===== config.mk =====
export PLATFORM = sky130hd
export DESIGN_NAME = cap_noise_filter
export DESIGN_NICKNAME = d
export VERILOG_FILES = /design/src/rtl/tnf_pkg.sv /design/src/rtl/tnf_sync.sv /design/src/rtl/tnf_strobe_gen.sv /design/src/rtl/tnf_match.sv /design/src/rtl/tnf_edge.sv /design/src/rtl/cap_noise_filter.sv
export SDC_FILE = /design/constraint.sdc
export NUM_CORES = 1
export LEC_CHECK = 0
export BUFFER_PORTS_ARGS = -buffer_cell sky130_fd_sc_hd__buf_2
export CORE_MARGIN = 2
export CORE_UTILIZATION = 57
export CTS_CLUSTER_DIAMETER = 200
export CTS_CLUSTER_SIZE = 25
export DETAILED_ROUTE_END_ITERATION = 16
export PLACE_DENSITY = 0.79
export SLEW_MARGIN = 20
export SYNTH_ARGS = -nofsm -noshare
export SYNTH_HDL_FRONTEND = slang
export SYNTH_SLANG_ARGS = --single-unit

===== constraint.sdc =====
create_clock -name clk -period 4.1 [get_ports clk]
set_input_delay 0.41 -clock clk [delete_from_list [all_inputs] [get_ports clk]]
set_output_delay 0.41 -clock clk [all_outputs]
set_load 0.005 [all_outputs]

===== src/rtl/tnf_pkg.sv =====
`timescale 1ns/1ps
package tnf_pkg;
  typedef enum logic [1:0] {
    FS_SLOW  = 2'd0,
    FS_MID   = 2'd1,
    FS_FULL  = 2'd2,
    FS_COUNT = 2'd3
  } flt_sel_e;

  typedef enum logic [2:0] {
    CS_DIV1  = 3'd0,
    CS_DIV2  = 3'd1,
    CS_DIV4  = 3'd2,
    CS_DIV8  = 3'd3,
    CS_DIV32 = 3'd4,
    CS_EXT   = 3'd5,
    CS_RSV6  = 3'd6,
    CS_RSV7  = 3'd7
  } cnt_src_e;

  typedef struct packed {
    logic       en;
    logic [1:0] fs;
    logic [2:0] cs;
  } tnf_cfg_t;
endpackage


===== src/rtl/tnf_sync.sv =====
`timescale 1ns/1ps
module tnf_sync #(
  parameter int unsigned STAGES = 2
) (
  input  logic clk,
  input  logic rst_n,
  input  logic d_in,
  output logic q_out
);
  logic [STAGES-1:0] ff_q;
  logic [STAGES-1:0] ff_d;

  generate
    if (STAGES == 1) begin : g_one
      always_comb ff_d = d_in;
    end else begin : g_many
      always_comb ff_d = {ff_q[STAGES-2:0], d_in};
    end
  endgenerate

  always_ff @(posedge clk or negedge rst_n) begin
    if (!rst_n) ff_q <= '0;
    else        ff_q <= ff_d;
  end

  assign q_out = ff_q[STAGES-1];
endmodule


===== src/rtl/tnf_strobe_gen.sv =====
`timescale 1ns/1ps
module tnf_strobe_gen
  import tnf_pkg::*;
#(
  parameter int unsigned DIV_MAX = 32,
  parameter int unsigned DIV_FS0 = 32,
  parameter int unsigned DIV_FS1 = 8,
  parameter int unsigned DIV_CS1 = 2,
  parameter int unsigned DIV_CS2 = 4,
  parameter int unsigned DIV_CS3 = 8,
  parameter int unsigned DIV_CS4 = 32
) (
  input  logic       clk,
  input  logic       rst_n,
  input  logic [2:0] src_sel,
  input  logic [1:0] flt_sel,
  input  logic       ext_lvl,
  output logic       smp_stb
);
  localparam int unsigned CW = $clog2(DIV_MAX);

  logic [CW-1:0] cnt_q, cnt_d;
  logic          ext_q, ext_d;
  logic          ext_stb;
  logic          cs_stb;

  function automatic logic tick(input logic [CW-1:0] c, input int unsigned d);
    logic [CW-1:0] m;
    m = CW'(d - 1);
    return (c & m) == m;
  endfunction

  always_comb begin
    cnt_d   = cnt_q + 1'b1;
    ext_d   = ext_lvl;
    ext_stb = ext_lvl & ~ext_q;
  end

  always_comb begin
    unique case (cnt_src_e'(src_sel))
      CS_DIV1:  cs_stb = 1'b1;
      CS_DIV2:  cs_stb = tick(cnt_q, DIV_CS1);
      CS_DIV4:  cs_stb = tick(cnt_q, DIV_CS2);
      CS_DIV8:  cs_stb = tick(cnt_q, DIV_CS3);
      CS_DIV32: cs_stb = tick(cnt_q, DIV_CS4);
      CS_EXT:   cs_stb = ext_stb;
      default:  cs_stb = 1'b0;
    endcase
  end

  always_comb begin
    unique case (flt_sel_e'(flt_sel))
      FS_SLOW:  smp_stb = tick(cnt_q, DIV_FS0);
      FS_MID:   smp_stb = tick(cnt_q, DIV_FS1);
      FS_FULL:  smp_stb = 1'b1;
      default:  smp_stb = cs_stb;
    endcase
  end

  always_ff @(posedge clk or negedge rst_n) begin
    if (!rst_n) begin
      cnt_q <= '0;
      ext_q <= 1'b0;
    end else begin
      cnt_q <= cnt_d;
      ext_q <= ext_d;
    end
  end
endmodule


===== src/rtl/tnf_match.sv =====
`timescale 1ns/1ps
module tnf_match #(
  parameter int unsigned TAPS = 3
) (
  input  logic clk,
  input  logic rst_n,
  input  logic din,
  input  logic stb,
  input  logic reload,
  output logic lvl
);
  logic [TAPS-1:0] chain_q, chain_d;
  logic            lvl_q, lvl_d;

  always_comb begin
    chain_d = chain_q;
    lvl_d   = lvl_q;
    if (reload) begin
      chain_d = {TAPS{din}};
      lvl_d   = din;
    end else begin
      if (stb) chain_d = {chain_q[TAPS-2:0], din};
      if (&chain_q)       lvl_d = 1'b1;
      else if (~|chain_q) lvl_d = 1'b0;
    end
  end

  always_ff @(posedge clk or negedge rst_n) begin
    if (!rst_n) begin
      chain_q <= '0;
      lvl_q   <= 1'b0;
    end else begin
      chain_q <= chain_d;
      lvl_q   <= lvl_d;
    end
  end

  assign lvl = lvl_q;
endmodule


===== src/rtl/tnf_edge.sv =====
`timescale 1ns/1ps
module tnf_edge (
  input  logic clk,
  input  logic rst_n,
  input  logic lvl,
  input  logic resync,
  input  logic resync_lvl,
  output logic rise,
  output logic fall
);
  logic prev_q, prev_d;
  logic rise_q, rise_d;
  logic fall_q, fall_d;

  always_comb begin
    if (resync) begin
      prev_d = resync_lvl;
      rise_d = 1'b0;
      fall_d = 1'b0;
    end else begin
      prev_d = lvl;
      rise_d = lvl & ~prev_q;
      fall_d = ~lvl & prev_q;
    end
  end

  always_ff @(posedge clk or negedge rst_n) begin
    if (!rst_n) begin
      prev_q <= 1'b0;
      rise_q <= 1'b0;
      fall_q <= 1'b0;
    end else begin
      prev_q <= prev_d;
      rise_q <= rise_d;
      fall_q <= fall_d;
    end
  end

  assign rise = rise_q;
  assign fall = fall_q;
endmodule


===== src/rtl/cap_noise_filter.sv =====
`timescale 1ns/1ps
module cap_noise_filter
  import tnf_pkg::*;
#(
  parameter int unsigned SYNC_STAGES = 2,
  parameter int unsigned MATCH_TAPS  = 3,
  parameter int unsigned DIV_MAX     = 32
) (
  input  logic       clk,
  input  logic       rst_n,
  input  logic       pin_in,
  input  logic       ext_clk_in,
  input  logic [2:0] src_sel,
  input  logic [1:0] flt_sel,
  input  logic       flt_en,
  output logic       lvl_out,
  output logic       rise_out,
  output logic       fall_out
);
  tnf_cfg_t cfg_in, cfg_q;
  logic     reload;
  logic     pin_s, ext_s, smp_stb, flt_lvl, sel_lvl;

  always_comb begin
    cfg_in.en = flt_en;
    cfg_in.fs = flt_sel;
    cfg_in.cs = src_sel;
    reload    = (cfg_in != cfg_q);
  end

  always_ff @(posedge clk or negedge rst_n) begin
    if (!rst_n) cfg_q <= '0;
    else        cfg_q <= cfg_in;
  end

  tnf_sync #(.STAGES(SYNC_STAGES)) u_pin_sync (
    .clk(clk), .rst_n(rst_n), .d_in(pin_in), .q_out(pin_s));

  tnf_sync #(.STAGES(SYNC_STAGES)) u_ext_sync (
    .clk(clk), .rst_n(rst_n), .d_in(ext_clk_in), .q_out(ext_s));

  tnf_strobe_gen #(.DIV_MAX(DIV_MAX)) u_stb (
    .clk(clk), .rst_n(rst_n), .src_sel(src_sel), .flt_sel(flt_sel),
    .ext_lvl(ext_s), .smp_stb(smp_stb));

  tnf_match #(.TAPS(MATCH_TAPS)) u_match (
    .clk(clk), .rst_n(rst_n), .din(pin_s), .stb(smp_stb),
    .reload(reload), .lvl(flt_lvl));

  always_comb sel_lvl = cfg_q.en ? flt_lvl : pin_s;

  tnf_edge u_edge (
    .clk(clk), .rst_n(rst_n), .lvl(sel_lvl), .resync(reload),
    .resync_lvl(pin_s), .rise(rise_out), .fall(fall_out));

  assign lvl_out = sel_lvl;
endmodule


After elaboration in Yosys (flattened, before gate mapping)
Index checks and enable logic that the tools add are counted.
Widths: inputs -> output; s select.

storage, ports and cells
  output and inout bits = 3
  input port bits = 10
  logic and storage cells = 47
  register bits = 23

operators by class
  bitwise logic cells = 6
  equal/unequal tests = 12
  mux-type cells = 11
  reductions and logical operators = 5
  add/sub/neg operators = 1

operators with widths
  operator             number
  $eq 3x3->1 const B   3
  $mux 1               7
  $eq 3x2->1 const B   2
  $mux 3               2
  $ne 6x6->1           1
  $pmux 1 s6           1
  $add 5x1->5 const B  1
  $eq 5x5->1 const B   1
  $eq 2x2->1 const B   2
  $and 1x1->1          3
  $eq 3x1->1 const B   1
  $logic_not 3->1      1
  $ne 3x2->1 const B   1
  $not 1->1            3
  $pmux 1 s3           1
  $reduce_and 3->1     1
  $reduce_or 3->1      1
  $eq 2x1->1 const B   1
  $logic_not 2->1      1
  $reduce_bool 2->1    1

Logic depth before layout (Yosys ltp)
  depth in word-level cells = 6
  mapped depth = 8
  gate-level depth less buffers = 8

By module
Synthesis repeated with hierarchy kept, for this count alone.

second synthesis, totals
  cells, all modules = 65
  area, all modules = 890.9 um^2

by module, submodules not included
  module            instances  seq. area each (um^2)  cells each  area an instance (um^2)
  tnf_strobe_gen    1          150.1                  24          281.5
  cap_noise_filter  1          150.1                  15          225.2
  tnf_match         1          100.1                  16          178.9
  tnf_edge          1          75.1                   6           105.1
  tnf_sync          2          50.0                   2           50.0

Worst setup path before layout
OpenSTA, ideal clock, no wires.

  path type = reg2reg
  start point = register u_stb.cnt_q[0]
  end point = register u_match.chain_q[0]
  library setup time = 125 ps
  setup slack = 2,371 ps
  stages on the path, launching flop included = 9
  arrival = 1,605 ps
  data required time = 3,975 ps
  cells stage by stage = dfrtp_1 ha_1 and3_1 ha_1 nand2b_1 a21oi_1 a21oi_1 o2111ai_2 mux2_2

between the ends
  word-level cells in the longest chain between the ends = 4
  elaborated cells between the ends (all ways) = 6

ends and longest elaborated chain
  element                                   RTL line              RTL
  start, declared                           tnf_strobe_gen.sv:22  logic [CW-1:0] cnt_q, cnt_d;
  start signal, assigned                    tnf_strobe_gen.sv:65  cnt_q <= cnt_d;
  $eq 5x5->1, or another cell as far along  tnf_strobe_gen.sv:30  return (c & m) == m;
  $pmux 1 s6                                tnf_strobe_gen.sv:40  unique case (cnt_src_e'(src_sel))
  $pmux 1 s3 *                              tnf_strobe_gen.sv:52  unique case (flt_sel_e'(flt_sel))
  $reduce_bool 2->1 (no source line) *      --
  end signal, assigned                      tnf_match.sv:33       chain_q <= chain_d;
  end, declared                             tnf_match.sv:12       logic [TAPS-1:0] chain_q, chain_d;

Mark *: on every way between the ends. The rest lies on a longest branch, timed or not.
A chain may end at the register's enable or synchronous reset.

Final worst setup path
  start point = register u_stb.cnt_q[0]
  end point = register u_match.chain_q[2]

The elaborated chain is that of the path after synthesis.

==> metrics.log <==
INFO  metric run_status = completed
INFO  metric post_drt_via_cell_ratio = 5.35
INFO  metric p_total = 369 uW
INFO  metric grt_setup_unrepaired = no
INFO  metric yosysTopAreaCellShare = 0.628
INFO  metric clock_tree.buffer_depth = 2
INFO  metric timing_worst_slew_pin_value = 0.481 ns
INFO  metric finClkSkew = 0.00109 ns
INFO  metric power_density = 360 nW/um^2
INFO  metric timing.critical_path.from_type = flip-flop
INFO  metric number_of_synthesized_register_bits = 23
INFO  metric dp.final_hpwl = 918 um
INFO  metric worstHoldPathType = primary input to asynchronous set/reset pin
INFO  metric die-area = 1940 sq um
INFO  metric postRouteWirelength = 1.22 mm
INFO  metric ioPinCount = 13
INFO  metric drc = 0
INFO  metric leakage = 0.491 nW
INFO  metric worst_skew_pair.late_latency = 0.29 ns
INFO  metric cts_htree_levels = 1
INFO  metric cts.clk_slew.worst_paths = 0.12 ns
INFO  metric required = 4.29 ns
INFO  metric yosys_warns = 0
INFO  metric fin_setup_tns = 0 ns
INFO  metric holdBufCountCts = 0
INFO  metric first_iter_violations = 3
INFO  metric start_util = 0.608
INFO  metric synth_area_per_cell = 13.7 sq um
INFO  metric port_buffers = 12
INFO  metric grt_first_pass_wirelength = 2.19 mm
INFO  metric synth-edff-count = 0
INFO  metric yosys_most_used_dff = sky130_fd_sc_hd__dfrtp_1
INFO  metric worstSetupPathType = flip-flop to flip-flop
INFO  metric fin_crit_sh = 0.460
INFO  metric placementRows = 14
INFO  metric synth_top_cells_by_area = sky130_fd_sc_hd__dfrtp_1 63%, sky130_fd_sc_hd__mux2_2 7.4%, sky130_fd_sc_hd__xnor2_1 4.8%
INFO  metric slew_headroom = 0.679
INFO  metric gp_routability_congestion = 0.741
INFO  metric worstPathMaxFanout = 3
INFO  metric synth_instances = 67
INFO  metric post_synth_num_cell_types = 22
INFO  metric drt.antenna.violating_nets = 0
INFO  metric cts_num_sinks = 23
INFO  metric netlist_area = 916 sq um
INFO  metric grt_max_degree = 24
INFO  metric die_height = 44.1 um
INFO  metric drv_slew = 0
INFO  metric cts_tree = yes
INFO  metric grt.overflow.total = 0
INFO  metric synth_largest_area_cell = sky130_fd_sc_hd__dfrtp_1
INFO  metric drv.max_cap_violation_count = 0
INFO  metric synth.cells.most_frequent = 23 x sky130_fd_sc_hd__dfrtp_1, 6 x sky130_fd_sc_hd__mux2_2, 5 x sky130_fd_sc_hd__a21oi_1, 5 x sky130_fd_sc_hd__inv_1, 5 x sky130_fd_sc_hd__xnor2_1
INFO  metric max-vdd-ir-drop = 0.000264 V
INFO  metric critical_path_arrival = 2.08 ns
INFO  metric via_count = 530
INFO  metric nNetsFinal = 97
INFO  metric fill_cells = 118
INFO  metric areaGrowthSynthToFinish = 11.7%
INFO  metric timing.reg2reg.setup_slack = 2.21 ns
INFO  metric synthesis.nets = 80
INFO  metric setup_viol_count_final = 0
INFO  metric timing_hold_violations_final = 0
INFO  metric n_antenna_cell = 0
INFO  metric synth.yosys.seq_area_share = 0.628
INFO  metric grt_antenna_before_repair = 0
INFO  metric max_freq = 530 MHz
INFO  metric multi_input_gate_area = 322 sq um
INFO  metric cts.repair.resized = 0
INFO  metric finalCriticalPeriod = 1.89 ns
INFO  metric cts.repair_timing.setup_buffer_count = 0
INFO  metric grt_use_total = 0.156
INFO  metric root_buffer = sky130_fd_sc_hd__clkbuf_4
INFO  metric regArea = 576 sq um
INFO  metric cts_made_buffers = 3
INFO  metric post_route_cells_drive_above_1_share = 0.289
INFO  metric routed_wire_length_per_instance = 12.3 um
INFO  metric synth_async_sr_flop_share = 1.00
INFO  metric worstSetupEndpointType = flip-flop
INFO  metric via_count_of_the_first_global_routing_pass = 519
INFO  metric synth_most_common_cell = sky130_fd_sc_hd__dfrtp_1
INFO  metric drt_first_pass_iters = 4
INFO  metric core-area = 1510 sq um
INFO  metric floorplan.die.width = 44.1 um
[report_power, final]
group	internal, mW	switching, mW
Clock	0.0363	0.0610
Combinational	0.0140	0.0167
Sequential	0.235	0.00517
[logic make-up (layout without fill, tap and decap cells)]
family	Yosys count	in the layout	synth area share
multiplexers	7	7	0.0847
AO/OA/AOI/OAI	10	10	0.0697
flip-flops	23	23	0.628
AND/OR/NAND/NOR	12	12	0.0888
adder cells (fa/ha/maj)	3	3	0.0410
buffers and inverters	5	21	0.0205
XOR/XNOR	7	7	0.0669
[final timing paths]
check                              startpoint            endpoint  cells after the start
setup / recovery               u_stb.cnt_q[0]  u_match.chain_q[2]                      8
hold / removal                          rst_n            cfg_q[1]                      1
setup reg to reg               u_stb.cnt_q[0]  u_match.chain_q[2]                      8
hold reg to reg            u_ext_sync.ff_q[0]  u_ext_sync.ff_q[1]                      0
max in group asynchronous               rst_n  u_ext_sync.ff_q[0]                      1
min in group clk                       pin_in  u_pin_sync.ff_q[0]                      1
[flip-flops by register name (all words and copies together) (netlist names)]
name	cells
u_stb.cnt_q	5
u_edge.rise	1
u_ext_sync.ff_q	2
cfg_q	6
u_edge.fall	1
u_match.chain_q	3
u_pin_sync.ff_q	2
u_stb.ext_q	1
u_match.lvl	1
u_edge.prev_q	1
[critical path: stages, from the launching register on]
cell and delay [ns]:
sky130_fd_sc_hd__dfrtp_1 0.40, sky130_fd_sc_hd__ha_1 0.20, sky130_fd_sc_hd__and3_1 0.16, sky130_fd_sc_hd__ha_1 0.16, sky130_fd_sc_hd__nand2b_1 0.06, sky130_fd_sc_hd__a21oi_1 0.14
sky130_fd_sc_hd__a21oi_1 0.07, sky130_fd_sc_hd__o2111ai_2 0.24, sky130_fd_sc_hd__mux2_2 0.36
[per-layer routing]
layer / GRT usage / vias up / wire [um]
met2: 0.229 / 10 / 585
met4: 0.0727 / 0 / 14
li1: - / 263 / -
met3: 0.0367 / 2 / 51
met1: 0.220 / 255 / 570
met5: 0 / - / 0
[stage by stage]
stage	util	hold slack, ns	instances	instance area [sq um]	setup WS (ns)
3_5_place_dp	0.661	0.336	95	996	2.16
4_1_cts	0.679	0.0587	99	1020	2.19
6_report	0.679	0.0537	99	1020	2.21
3_3_place_gp	0.661	0.333	95	996	2.19
5_1_grt	0.679	0.0776	99	1020	2.06
2_1_floorplan	-	0.114	67	916	2.37
[cell type report]
| type | count | area share |
|---|---|---|
| clock buffer | 3 | 0.0220 |
| sequential | 23 | 0.562 |
| timing repair buffer | 12 | 0.0587 |
| clock inverter | 1 | 0.00489 |
| tap | 16 | 0.0196 |
| multi-input combinational | 39 | 0.314 |
| inverter | 5 | 0.0183 |
[layout by cell type (no fill, tap or decap)]
cell	Yosys	final
sky130_fd_sc_hd__dfrtp_1	23	23
sky130_fd_sc_hd__buf_2	0	12
sky130_fd_sc_hd__ha_1	3	3
sky130_fd_sc_hd__nand3_1	2	2
sky130_fd_sc_hd__nor3b_1	1	1
sky130_fd_sc_hd__clkbuf_4	0	3
sky130_fd_sc_hd__o21bai_1	1	1
sky130_fd_sc_hd__nand4_1	1	1
sky130_fd_sc_hd__o22ai_1	1	1
sky130_fd_sc_hd__o21ai_0	2	2
sky130_fd_sc_hd__nor2b_1	1	1
sky130_fd_sc_hd__o2111ai_2	1	1
sky130_fd_sc_hd__xor2_1	2	2
sky130_fd_sc_hd__and3_1	2	2
sky130_fd_sc_hd__mux2_2	6	6
sky130_fd_sc_hd__mux2i_1	1	1
sky130_fd_sc_hd__nand4b_1	1	1
sky130_fd_sc_hd__inv_1	5	5
sky130_fd_sc_hd__clkinv_2	0	1
sky130_fd_sc_hd__nand2b_1	1	1
sky130_fd_sc_hd__xnor2_1	5	5
sky130_fd_sc_hd__nor2_1	1	1
sky130_fd_sc_hd__a21oi_1	5	5
sky130_fd_sc_hd__nand2_1	1	1
sky130_fd_sc_hd__nor3_4	1	1
Power figures use the tool's default switching activity.
